==> config.mk <==
export PLATFORM = sky130hd
export DESIGN_NAME = rstctl_port
export DESIGN_NICKNAME = d
export VERILOG_FILES = /design/src/rtl/rstctl_pkg.sv /design/src/rtl/rstctl_decode.sv /design/src/rtl/rstctl_store.sv /design/src/rtl/rstctl_port.sv
export SDC_FILE = /design/constraint.sdc
export NUM_CORES = 1
export LEC_CHECK = 0
export BUFFER_PORTS_ARGS = -buffer_cell sky130_fd_sc_hd__buf_2
export CAP_MARGIN = 0
export CORE_AREA = 5 5 42 44
export CTS_CLUSTER_SIZE = 16
export DETAILED_ROUTE_END_ITERATION = 10
export DIE_AREA = 0 0 47 49
export GPL_ROUTABILITY_DRIVEN = 0
export SYNTH_ARGS = -nofsm -noshare
export SYNTH_HDL_FRONTEND = slang
export SYNTH_SLANG_ARGS = --single-unit
==> constraint.sdc <==
create_clock -name clk -period 1.33 [get_ports clk]
set_input_delay 0.266 -clock clk [delete_from_list [all_inputs] [get_ports clk]]
set_output_delay 0.266 -clock clk [all_outputs]
set_load 0.01 [all_outputs]
==> src/rtl/rstctl_pkg.sv <==
package rstctl_pkg;
  localparam int DATA_W      = 8;
  localparam int CMD_BIT     = 2;  // write-only reset command
  localparam int TYPE_BIT    = 1;  // retained reset type

  function automatic logic is_reset_cmd(input logic [DATA_W-1:0] d);
    return d[CMD_BIT];
  endfunction

  function automatic logic [DATA_W-1:0] keep_type(input logic [DATA_W-1:0] d);
    logic [DATA_W-1:0] m;
    m = '0;
    m[TYPE_BIT] = 1'b1;
    return d & m;
  endfunction
endpackage

==> src/rtl/rstctl_decode.sv <==
module rstctl_decode #(
  parameter int ADDR_W    = 16,
  parameter logic [ADDR_W-1:0] PORT_ADDR = 16'hCF9
) (
  input  logic [ADDR_W-1:0] addr,
  input  logic              wr,
  input  logic              rd,
  output logic              hit_wr,
  output logic              hit_rd
);
  logic match;
  assign match  = (addr == PORT_ADDR);
  assign hit_wr = match & wr;
  assign hit_rd = match & rd;
endmodule

==> src/rtl/rstctl_store.sv <==
module rstctl_store
  import rstctl_pkg::*;
(
  input  logic              clk,
  input  logic              rst_n,
  input  logic              hit_wr,
  input  logic [DATA_W-1:0] wdata,
  output logic [DATA_W-1:0] stored,
  output logic              req
);
  logic cmd_reset;
  logic cmd_store;

  assign cmd_reset = hit_wr & is_reset_cmd(wdata);
  assign cmd_store = hit_wr & ~is_reset_cmd(wdata);

  always_ff @(posedge clk or negedge rst_n) begin
    if (!rst_n) begin
      stored <= '0;
      req    <= 1'b0;
    end else begin
      req <= cmd_reset;
      if (cmd_store) stored <= keep_type(wdata);
    end
  end

  AST_REQ_NEEDS_CMD: assert property (@(posedge clk) disable iff (!rst_n)
    req |-> $past(hit_wr) && $past(wdata[CMD_BIT]));

  AST_CMD_HOLDS_VALUE: assert property (@(posedge clk) disable iff (!rst_n)
    cmd_reset |=> $stable(stored));

  AST_STORE_TYPE_ONLY: assert property (@(posedge clk) disable iff (!rst_n)
    cmd_store |=> stored == {{(DATA_W-TYPE_BIT-1){1'b0}}, $past(wdata[TYPE_BIT]), {TYPE_BIT{1'b0}}});
endmodule

==> src/rtl/rstctl_port.sv <==
module rstctl_port
  import rstctl_pkg::*;
#(
  parameter int ADDR_W = 16,
  parameter logic [ADDR_W-1:0] PORT_ADDR = 16'hCF9
) (
  input  logic              clk,
  input  logic              rst_n,
  input  logic [ADDR_W-1:0] io_addr,
  input  logic              io_wr,
  input  logic              io_rd,
  input  logic [DATA_W-1:0] io_wdata,
  output logic [DATA_W-1:0] io_rdata,
  output logic              sys_rst_req
);
  logic              hit_wr;
  logic              hit_rd;
  logic [DATA_W-1:0] stored;

  rstctl_decode #(.ADDR_W(ADDR_W), .PORT_ADDR(PORT_ADDR)) u_dec (
    .addr(io_addr), .wr(io_wr), .rd(io_rd), .hit_wr(hit_wr), .hit_rd(hit_rd)
  );

  rstctl_store u_store (
    .clk(clk), .rst_n(rst_n), .hit_wr(hit_wr), .wdata(io_wdata),
    .stored(stored), .req(sys_rst_req)
  );

  assign io_rdata = hit_rd ? stored : '0;

  AST_FOREIGN_WRITE_IGNORED: assert property (@(posedge clk) disable iff (!rst_n)
    (io_wr && io_addr != PORT_ADDR) |=> $stable(stored));

  AST_RDATA_QUIET: assert property (@(posedge clk) disable iff (!rst_n)
    (!io_rd || io_addr != PORT_ADDR) |-> io_rdata == '0);
endmodule

[Yosys cells after proc, flatten, opt, wreduce, memory -nomap -nowiden]
Index checks and enable logic that the tools add are counted.
W data, S select, Z words.
Word-level totals
  bits in registers: 2
  input port bits: 28
  output and inout port bits: 9
  logic and storage cells: 9
Operators by class
  equal/unequal tests: 1
  mux-type cells: 1
  bitwise gates (word level): 5
Operator list (count)
  $eq A16 B12 Y1 const B: 1
  $and A1 B1 Y1: 4
  $mux W2: 1
  $not A1 Y1: 1

[Depth between registers and ports, before layout]
Gate-level depths: netlist of the first run.
  depth in word-level cells: 3
  depth in mapped cells: 4

[Modules after synthesis]
A second synthesis of the first run with hierarchy kept.
Second synthesis, totals
  cell total of the unflattened synthesis: 28
  area, all modules: 257.7 sq um
Modules (own cells, without submodules)
  rstctl_store: instances 1, cells each 13, area an instance 142.6 sq um, seq. area each 50.0 sq um
  rstctl_decode: instances 1, cells each 7, area an instance 65.1 sq um, seq. area each 0.0 sq um
  rstctl_port: instances 1, cells each 8, area an instance 50.0 sq um, seq. area each 0.0 sq um

[Worst setup path before layout of the first run]
Ideal clock, no wire load.
  path kind: input port to flip-flop
  start point: in io_addr[13]
  end point: reg u_store.stored[1]
  data arrival time: 1.125 ns
  required time: 1.203 ns
  path slack: 0.077 ns
  stages: 4
  cells stage by stage: nor4b_2 nor3b_2 nand4b_1 mux2_1
On the way
  word-level cells in the longest chain between the ends: 3
RTL lines
  start, declared: RTL line rstctl_port.sv:9  | input logic [ADDR_W-1:0] io_addr,
  $eq A16 B12 Y1: RTL line rstctl_decode.sv:12  | assign match = (addr == PORT_ADDR);
  $and A1 B1 Y1: RTL line rstctl_decode.sv:13  | assign hit_wr = match & wr;
  $and A1 B1 Y1: RTL line rstctl_store.sv:15  | assign cmd_store = hit_wr & ~is_reset_cmd(wdata);
  end signal, assigned: RTL line rstctl_store.sv:23  | if (cmd_store) stored <= keep_type(wdata);
  end, declared: RTL line rstctl_store.sv:8  | output logic [DATA_W-1:0] stored,
Every way passes these cells.
A chain may end at the register's enable or synchronous reset.

[Worst setup path after layout of the first run]
  start point: in io_addr[14]
  end point: out io_rdata[1]
On the way
  word-level cells in the longest chain between the ends: 3
RTL lines
  $eq A16 B12 Y1: RTL line rstctl_decode.sv:12
  $and A1 B1 Y1: RTL line rstctl_decode.sv:14  | assign hit_rd = match & rd;
  $mux W2: RTL line rstctl_port.sv:29  | assign io_rdata = hit_rd ? stored : '0;
  end, declared: RTL line rstctl_port.sv:13  | output logic [DATA_W-1:0] io_rdata,
Every way passes these cells.

==> summary.md, run 1 <==
| Metric | Value |
|---|---|
| Outcome | `finished with violations` |
| Violated checks | `negative setup slack` |
| Longest Clk Path Bufs | `2` |
| Clock Sinks | `2` |
| I/O Pins | `37` |
| Setup CP Type | `input port to output pin` |
| Synthesized flop and latch total | `2` |
| Peak VDD IR | `0.0001342 V` |
| Core Box Area | `1401 sq um` |
| Ranking of synthesized cells by area | `buf_4 (25%), dfrtp_1 (24%), nor4b_2 (14%)` |
| Vias | `244` |
| Count leader, synth | `buf_4` |
| Number of diodes | `0` |
| Combinational Power Share | `24.3%` |
| Unrepaired setup endpoints after global routing | `yes` |
| Die Width | `47 um` |
| Mean area per synthesized cell | `9.890 sq um` |
| Worst EP required | `1.06 ns` |
| CP endpoint kind | `output pin` |
| Clock transition at path regs | `0.03 ns` |
| CTS tree | `built` |
| Num CTS Buffers | `3` |
| Clock power frac | `51.4%` |
| F_max | `0.6775 GHz` |
| Mapped Cells | `21` |
| Post-route design area | `387.9 sq um` |
| Vias in the first global route | `285` |
| Yosys warnings | `0` |
| Iteration-0 DRC Markers | `0` |
| Drt wl/cell | `10.20 um` |
| Die height | `49 um` |
| Period Utilization, post-route | `111.0%` |
| Minimum clock period | `1.476 ns` |
| Post-synth top cells | `buf_4 (7), nand4b_1 (3), and3_1 (2), dfrtp_1 (2), nor4b_2 (2)` |
| DRC Markers | `0` |
| Reg2reg setup slack | `0.54 ns` |
| Tot Pwr | `252.6 uW` |
| DP HPWL | `504.7 um` |
| WP buf/inv | `2` |
| Final ANT Viol Nets | `0` |
| CP max-delay cell | `nor4b_4` |
| Top-area cell type share of the netlist area | `25.30%` |
| Endpoints failing hold | `0` |
| Setup crit start kind | `input port` |
| Net Sw Frac | `22.49%` |
| Cell Area, Placed | `320.3 sq um` |
| Main synth FF type | `dfrtp_1` |
| Register share of total power | `24.3%` |
| Final setup violation count | `1` |
| Final worst slack | `-0.1460 ns` |
| Critical Path Max Stage Delay | `0.30 ns` |
| Initial Utilization | `14.82%` |
| Share of cells above drive strength 1 | `64.58%` |
| Mapped Area | `207.7 sq um` |
| Sequential-to-total area share from yosys stat | `24.10%` |
| CP cell instances | `buf_6 > nor4b_4 > nand2_1 > nor3_2 > and3_1 > buf_2` |
| Synth-to-Final Area Change | `86.75%` |
| IO buf count | `23` |
| Final Util | `27.68%` |
| Crit-path max FO | `2` |
| Pleak | `0.0002098 uW` |
| Synth unique cells | `10` |
| Setup bufs post-CTS | `0` |
| Max Cap Violations | `0` |
| Internal power | `195.8 uW` |
| Worst Setup SP | `io_addr[14]` |
| Die ar. | `2303 sq um` |
| Top delay family on crit path | `simple AND/OR/NAND/NOR gates` |
| Arr. time, crit path | `1.21 ns` |
| Fin Clk Skew | `0 ns` |
| Pwr per Cell Area | `651.3 nW/um^2` |
| Vias per inst | `3.813` |
| Hold path startpoint | `io_wdata[1]` |
| Number of synthesized flops with an enable pin | `0` |
| WHS | `0.2758 ns` |
| Psw | `56.81 uW` |
| Initial antenna violation count | `0` |
| CTS HTree Levels | `1` |
| Fillers | `157` |
| Post-layout net count | `78` |
| Global-route wire length before repair | `952 um` |
| Reg2reg start | `u_store.stored[1]` |
| Total grt overflow | `0` |
| Clock root buffer | `clkbuf_4` |
| Worst Hold Class | `input port to flop` |
| Cell Rows | `14` |
| Final WL | `653 um` |
| Final Max Slew Viols | `0` |
| DRT Pass-1 Iters | `1` |
| Clock latency on the worst-skew pair | `0.22 ns` |
| GRT Total Usage | `6.114%` |
| Leading area contributor after synthesis | `buf_4` |
| Largest net degree at the start of global routing | `3` |
| FFs w/ async S/R, synth | `100.0%` |
## worst paths after layout
path	to	cells after the start
min reg2reg	u_store.stored[1]	1
min	u_store.stored[1]	2
min in group asynchronous	u_store.req	2
max	io_rdata[1]	6
max reg2reg	u_store.stored[1]	1
max in group asynchronous	u_store.stored[1]	2
## timing repair
action | CTS | global route
gates resized for setup | 5 | 0
endpoints found under the hold margin | 2 | 0
endpoints found under the setup margin | 1 | 1
hold buffers | 1 | 0
pin swaps | 0 | 0
## power groups by stage
stage / Clock, uW / Combinational (uW) / Sequential [uW]
2_1_floorplan: 0 / 30.3 / 62.0
3_3_place_gp: 0 / 46.5 / 62.0
3_5_place_dp: 0 / 47.7 / 62.0
4_1_cts: 136 / 60.3 / 61.3
5_1_grt: 146 / 68.3 / 61.3
6_report: 130 / 61.3 / 61.4
## area by class of cell
cell class              count  area [sq um]  share of cell area (%)
multi-input cells          18         150.1                   38.71
flip-flops and latches      2         50.05                   12.90
well taps                  16         20.02                   5.161
clock buffers               3         22.52                   5.806
repair buffers             25         145.1                   37.42
## registers in the layout (all words and copies together), names as in the netlist
signal / cells
u_store.req: 1
u_store.stored: 1
## layout by cell type (no fill, tap or decap)
cell / netlist / routed
dfrtp_1: 2 / 2
clkbuf_4: 0 / 3
nor3_2: 0 / 1
buf_2: 0 / 21
buf_6: 0 / 2
dlygate4sd3_1: 0 / 1
and3_1: 2 / 2
nand2_1: 1 / 1
nor3b_2: 1 / 1
mux2_1: 1 / 1
buf_4: 7 / 1
nor4b_4: 0 / 2
conb_1: 1 / 7
nand4b_1: 3 / 3
## metrics by stage
| stage | setup TNS, ns | instances | setup WS (ns) |
|---|---|---|---|
| 2_1_floorplan | 0 | 27 | 0.07712 |
| 3_3_place_gp | -0.3186 | 60 | -0.2108 |
| 3_5_place_dp | -0.3371 | 60 | -0.2083 |
| 4_1_cts | -0.1094 | 64 | -0.1094 |
| 5_1_grt | -0.2160 | 64 | -0.2160 |
| 6_report | -0.1460 | 64 | -0.1460 |
## logic make-up (layout without fill, tap and decap cells)
group,Yosys count,count (layout),share of synthesized area [%]
AND/OR/NAND/NOR,10,10,43.37
buffers and inverters,7,28,25.30
flip-flops,2,2,24.10
other,1,7,1.805
multiplexers,1,1,5.421
## metal layers
metal	up-vias	wire (um)	track usage, %
met5	-	0	0
met4	0	0	5.530
met3	0	138	2.952
met2	19	372	11.54
met1	108	143	3.493
li1	117	-	-
Note: power is estimated with default switching activity, not from simulation.
==> run 2: changes to the inputs <==
BUFFER_PORTS_ARGS = -buffer_cell sky130_fd_sc_hd__buf_4   (was -buffer_cell sky130_fd_sc_hd__buf_2)
MAX_ROUTING_LAYER = met4   (was not set)
==> summary.md, run 2 (synthesis gave the netlist of run 1 again) <==
| Metric | Value |
|---|---|
| Outcome | `finished with violations` |
| Violated checks | `negative setup slack` |
| Max Cap Violations | `0` |
| Num CTS Buffers | `3` |
| Commonest cells after routing, fill and taps aside | `buf_4 (24), conb_1 (7), nand4b_1 (3), clkbuf_4 (3)` |
| DP HPWL | `540.6 um` |
| Share of cells above drive strength 1 | `64.58%` |
| Period Utilization, post-route | `109.4%` |
| Tot Pwr | `267.5 uW` |
| Die height | `49 um` |
| GRT Total Usage | `5.479%` |
| Worst EP required | `1.06 ns` |
| Initial Utilization | `14.82%` |
| Iteration-0 DRC Markers | `0` |
| Longest Clk Path Bufs | `2` |
| Cell Rows | `14` |
| Final worst slack | `-0.1253 ns` |
| Pwr per Cell Area | `617.8 nW/um^2` |
| Clock Sinks | `2` |
| Final Util | `30.89%` |
| Multi-input gate area | `150.1 sq um` |
| Post-layout net count | `78` |
| Pre-CTS WS | `-0.2175 ns` |
| Clock root buffer | `clkbuf_4` |
| DRC Markers | `0` |
| Fillers | `152` |
| Crit-path max FO | `2` |
| Final Max Slew Viols | `0` |
| Vias | `245` |
| Total grt overflow | `0` |
| Die ar. | `2303 sq um` |
| Endpoints failing hold | `0` |
| I/O Pins | `37` |
| Register area | `50.05 sq um` |
| Drt wl/cell | `9.953 um` |
| Die Width | `47 um` |
| IO buf count | `23` |
| Setup CP Type | `input port to output pin` |
| Setup crit start kind | `input port` |
| Arr. time, crit path | `1.19 ns` |
| Worst Hold Class | `input port to flop` |
| Largest regs | `u_store.req x1, u_store.stored x1` |
| Final setup violation count | `1` |
| Largest net degree at the start of global routing | `3` |
| Fin Clk Skew | `0 ns` |
| Final TNS setup | `-0.1253 ns` |
| Most common cell after layout, fill and taps aside | `buf_4` |
| Clock transition at path regs | `0.03 ns` |
| Vias in the first global route | `254` |
| CP endpoint kind | `output pin` |
| Clock latency on the worst-skew pair | `0.22 ns` |
| F_max | `0.6872 GHz` |
| DRT Pass-1 Iters | `1` |
| Cell Area, Placed | `377.9 sq um` |
| Minimum clock period | `1.455 ns` |
| Peak VDD IR | `0.0002179 V` |
| Pleak | `0.0002235 uW` |
| Unrepaired setup endpoints after global routing | `yes` |
| Global-route wire length before repair | `917 um` |
| Vias per inst | `3.828` |
| Final WL | `637 um` |
| Synth-to-Final Area Change | `108.4%` |
| Final ANT Viol Nets | `0` |
| Core Box Area | `1401 sq um` |
| Initial antenna violation count | `0` |
| Post-route design area | `432.9 sq um` |
| CTS HTree Levels | `1` |
| Number of diodes | `0` |
| CTS tree | `built` |
[run 2: critical path, stage by stage]
cell and delay (ns):
buf_4 0.12, nor4b_4 0.28, nand2_1 0.10, nor3_2 0.14
and3_1 0.18, buf_4 0.12
[run 2: stage by stage]
step | hold slack, ns | std cells
after floorplan | -0.02959 | 27
after global placement | 0.04913 | 60
after detailed placement | 0.05033 | 60
after CTS | 0.2673 | 64
after global routing | 0.2761 | 64
final | 0.2681 | 64
[run 2: worst paths after layout]
check	startpoint	endpoint	slack [ns]	cells past startpoint
setup / recovery	io_addr[14]	io_rdata[1]	-0.13	6
hold / removal	io_wdata[1]	u_store.stored[1]	0.27	2
setup reg to reg	u_store.stored[1]	u_store.stored[1]	0.56	1
hold reg to reg	u_store.stored[1]	u_store.stored[1]	0.49	1
max in group asynchronous	rst_n	u_store.stored[1]	0.87	2
min in group asynchronous	rst_n	u_store.req	0.37	2
[run 2: timing repair]
item / 4_1_cts / 5_1_grt
hold endpoints to repair: 2 / 0
endpoints found under the setup margin: 1 / 1
hold buffers: 1 / 0
setup buffers: 0 / 0
gates resized for setup: 3 / 0
[run 2: report_power, final]
part / leakage (uW) / switching (uW) / internal, uW
Clock: 0.0000138 / 32.6 / 99.3
Combinational: 0.000182 / 25.4 / 48.7
Sequential: 0.0000280 / 0.00261 / 61.4
Total: 0.000224 / 58.0 / 209
[run 2: area by class of cell]
cell class              instances  area share [%]
flip-flops and latches          2           11.56
clock buffers                   3           5.202
repair buffers                 25           43.93
well taps                      16           4.624
multi-input cells              18           34.68
[run 2: metal layers]
metal  wire length [um]  vias to the layer above  track usage (%)  share of wire, %
li1                   -                      117                -                 -
met3                171                        0            2.583                27
met2                315                       22            9.276                49
met4                  0                        0            2.765                 0
met1                150                      106            4.814                24
met5                  0                        -                -                 0
==> run 3: changes to the inputs <==
CELL_PAD_IN_SITES_DETAIL_PLACEMENT = 0   (was not set)
CELL_PAD_IN_SITES_GLOBAL_PLACEMENT = 2   (was not set)
CORE_AREA = not set   (was 5 5 42 44)
CORE_MARGIN = 5   (was not set)
CORE_UTILIZATION = 10   (was not set)
DIE_AREA = not set   (was 0 0 47 49)
PLACE_DENSITY_LB_ADDON = 0.1   (was not set)
==> summary.md, run 3 (synthesis gave the netlist of run 1 again) <==
| Metric | Value |
|---|---|
| Outcome | `finished with violations` |
| Violated checks | `negative setup slack` |
| I/O Pins | `37` |
| Vias in the first global route | `294` |
| Pwr per Cell Area | `579.1 nW/um^2` |
| Register share of total power | `22.4%` |
| Met2 routed WL | `392 um` |
| Cell Rows | `16` |
| CP max-delay cell | `nor4b_4` |
| Clock transition at path regs | `0.03 ns` |
| Final Max Slew Viols | `0` |
| Cell mode on critical path | `buf_6` |
| Final WL | `680 um` |
| Vias per inst | `3.368` |
| Cell Area, Placed | `391.6 sq um` |
| CTS HTree Levels | `1` |
| Endpoints failing hold | `0` |
| Pleak | `0.0002346 uW` |
| Worst EP required | `1.06 ns` |
| Unrepaired setup endpoints after global routing | `yes` |
| Fin Clk Skew | `0 ns` |
| Critical Path Max Stage Delay | `0.27 ns` |
| Final Util | `24.11%` |
| Clock power frac | `48.6%` |
| Post-route design area | `473.0 sq um` |
| Max Cap Violations | `0` |
| Initial Utilization | `10.59%` |
| Net Sw Frac | `21.76%` |
| Number of diodes | `0` |
| DRC Markers | `0` |
| Share of cells above drive strength 1 | `65.31%` |
| Core Box Area | `1962 sq um` |
| CTS tree | `built` |
| Setup crit start kind | `input port` |
| GRT Total Usage | `4.619%` |
| Clock Sinks | `2` |
| Final setup violation count | `1` |
| Die ar. | `3089 sq um` |
| Worst Hold Class | `input port to flop` |
| IO buf count | `23` |
| Combinational Power Share | `29.0%` |
| DRT Pass-1 Iters | `4` |
| Largest regs | `u_store.req x1, u_store.stored x1` |
| Die Width | `55.58 um` |
| CP endpoint kind | `output pin` |
| Synth-to-Final Area Change | `127.7%` |
| Clock root buffer | `clkbuf_4` |
| Setup CP Type | `input port to output pin` |
| DRT met1 WL | `206 um` |
| Arr. time, crit path | `1.20 ns` |
| Clock latency on the worst-skew pair | `0.22 ns` |
| Peak VDD IR | `0.0002104 V` |
| Crit-path max FO | `2` |
| Commonest cells after routing, fill and taps aside | `buf_4 (20), conb_1 (7), buf_6 (5)` |
| Psw | `59.58 uW` |
| Total grt overflow | `0` |
| Final ANT Viol Nets | `0` |
| Global-route wire length before repair | `1055 um` |
| Final worst slack | `-0.1406 ns` |
| Post-layout net count | `79` |
| Internal power | `214.3 uW` |
| Num CTS Buffers | `3` |
| WL met3 | `64 um` |
| CP cell instances | `buf_6 > nor4b_4 > nand2_1 > nor3_2 > and3_1 > buf_6` |
| Top routing layer used | `met4` |
| Minimum clock period | `1.471 ns` |
| Longest Clk Path Bufs | `2` |
| Die height | `55.58 um` |
| Largest net degree at the start of global routing | `3` |
| F_max | `0.6800 GHz` |
| Period Utilization, post-route | `110.6%` |
| Vias | `256` |
| Most common cell after layout, fill and taps aside | `buf_4` |
| Initial antenna violation count | `0` |
| Drt wl/cell | `8.947 um` |
| Iteration-0 DRC Markers | `2` |
==> run 3: changes by cell type in the layout (fill, tap and decap cells not counted) <==
cell | previous run | this run
buf_6 | 0 | 5
buf_4 | 24 | 20
==> run 3: area by class of cell <==
type / instances / area, sq um
Clock buffer: 3 / 22.52
Fill cell: 234 / 1489
Multi-Input combinational cell: 18 / 150.1
Sequential cell: 2 / 50.05
Tap cell: 27 / 33.78
Timing Repair Buffer: 26 / 216.5
==> run 3: worst paths after layout <==
check | start | end | slack (ns) | cells past startpoint
max in group asynchronous | rst_n | u_store.stored[1] | 0.88 | 2
hold / removal | io_wdata[1] | u_store.stored[1] | 0.26 | 2
setup reg to reg | u_store.stored[1] | u_store.stored[1] | 0.57 | 1
min in group asynchronous | rst_n | u_store.req | 0.37 | 2
setup / recovery | io_addr[15] | io_rdata[1] | -0.14 | 6
hold reg to reg | u_store.stored[1] | u_store.stored[1] | 0.48 | 1
==> run 3: worst max-delay path, delay by kind of cell <==
family / cells / cell delay [ns]
buffers and inverters: 2 / 0.20
AND/OR/NAND/NOR: 4 / 0.75
==> run 3: repair_timing <==
item | in CTS | in global routing
hold endpoints to repair | 2 | 0
cloned | 0 | 0
buffers inserted | 0 | 1
setup endpoints to repair | 1 | 1
pin swaps | 0 | 5
hold buffers | 1 | 0
resized for setup | 3 | 5
==> run 3: layer usage <==
layer | global-route usage (%) | vias up
met1 | 3.591 | 116
met3 | 0 | 2
met4 | 6.250 | 0
li1 | - | 119
met2 | 8.446 | 19
met5 | - | -
==> run 3: per-stage QoR <==
stage	hold slack [ns]	TNS, ns	worst slack (ns)	cells	total power, uW
finish	0.2563	-0.1406	-0.1406	76	273.9
global placement	0.04856	-0.4492	-0.2696	71	125.9
floorplan	-0.02959	0	0.07712	27	92.29
CTS	0.2509	-0.1627	-0.1627	75	277.2
global route	0.2549	-0.2277	-0.2277	76	294.5
detailed placement	0.04862	-0.4207	-0.2682	71	127.3
==> run 3: power by group through the flow <==
stage	registers, uW	clock network, uW	logic (uW)
final	61.3	133	79.3
after global placement	62.0	0	63.9
after detailed placement	62.0	0	65.3
after global routing	61.3	148	85.6
after floorplan	62.0	0	30.3
after CTS	61.3	141	74.4
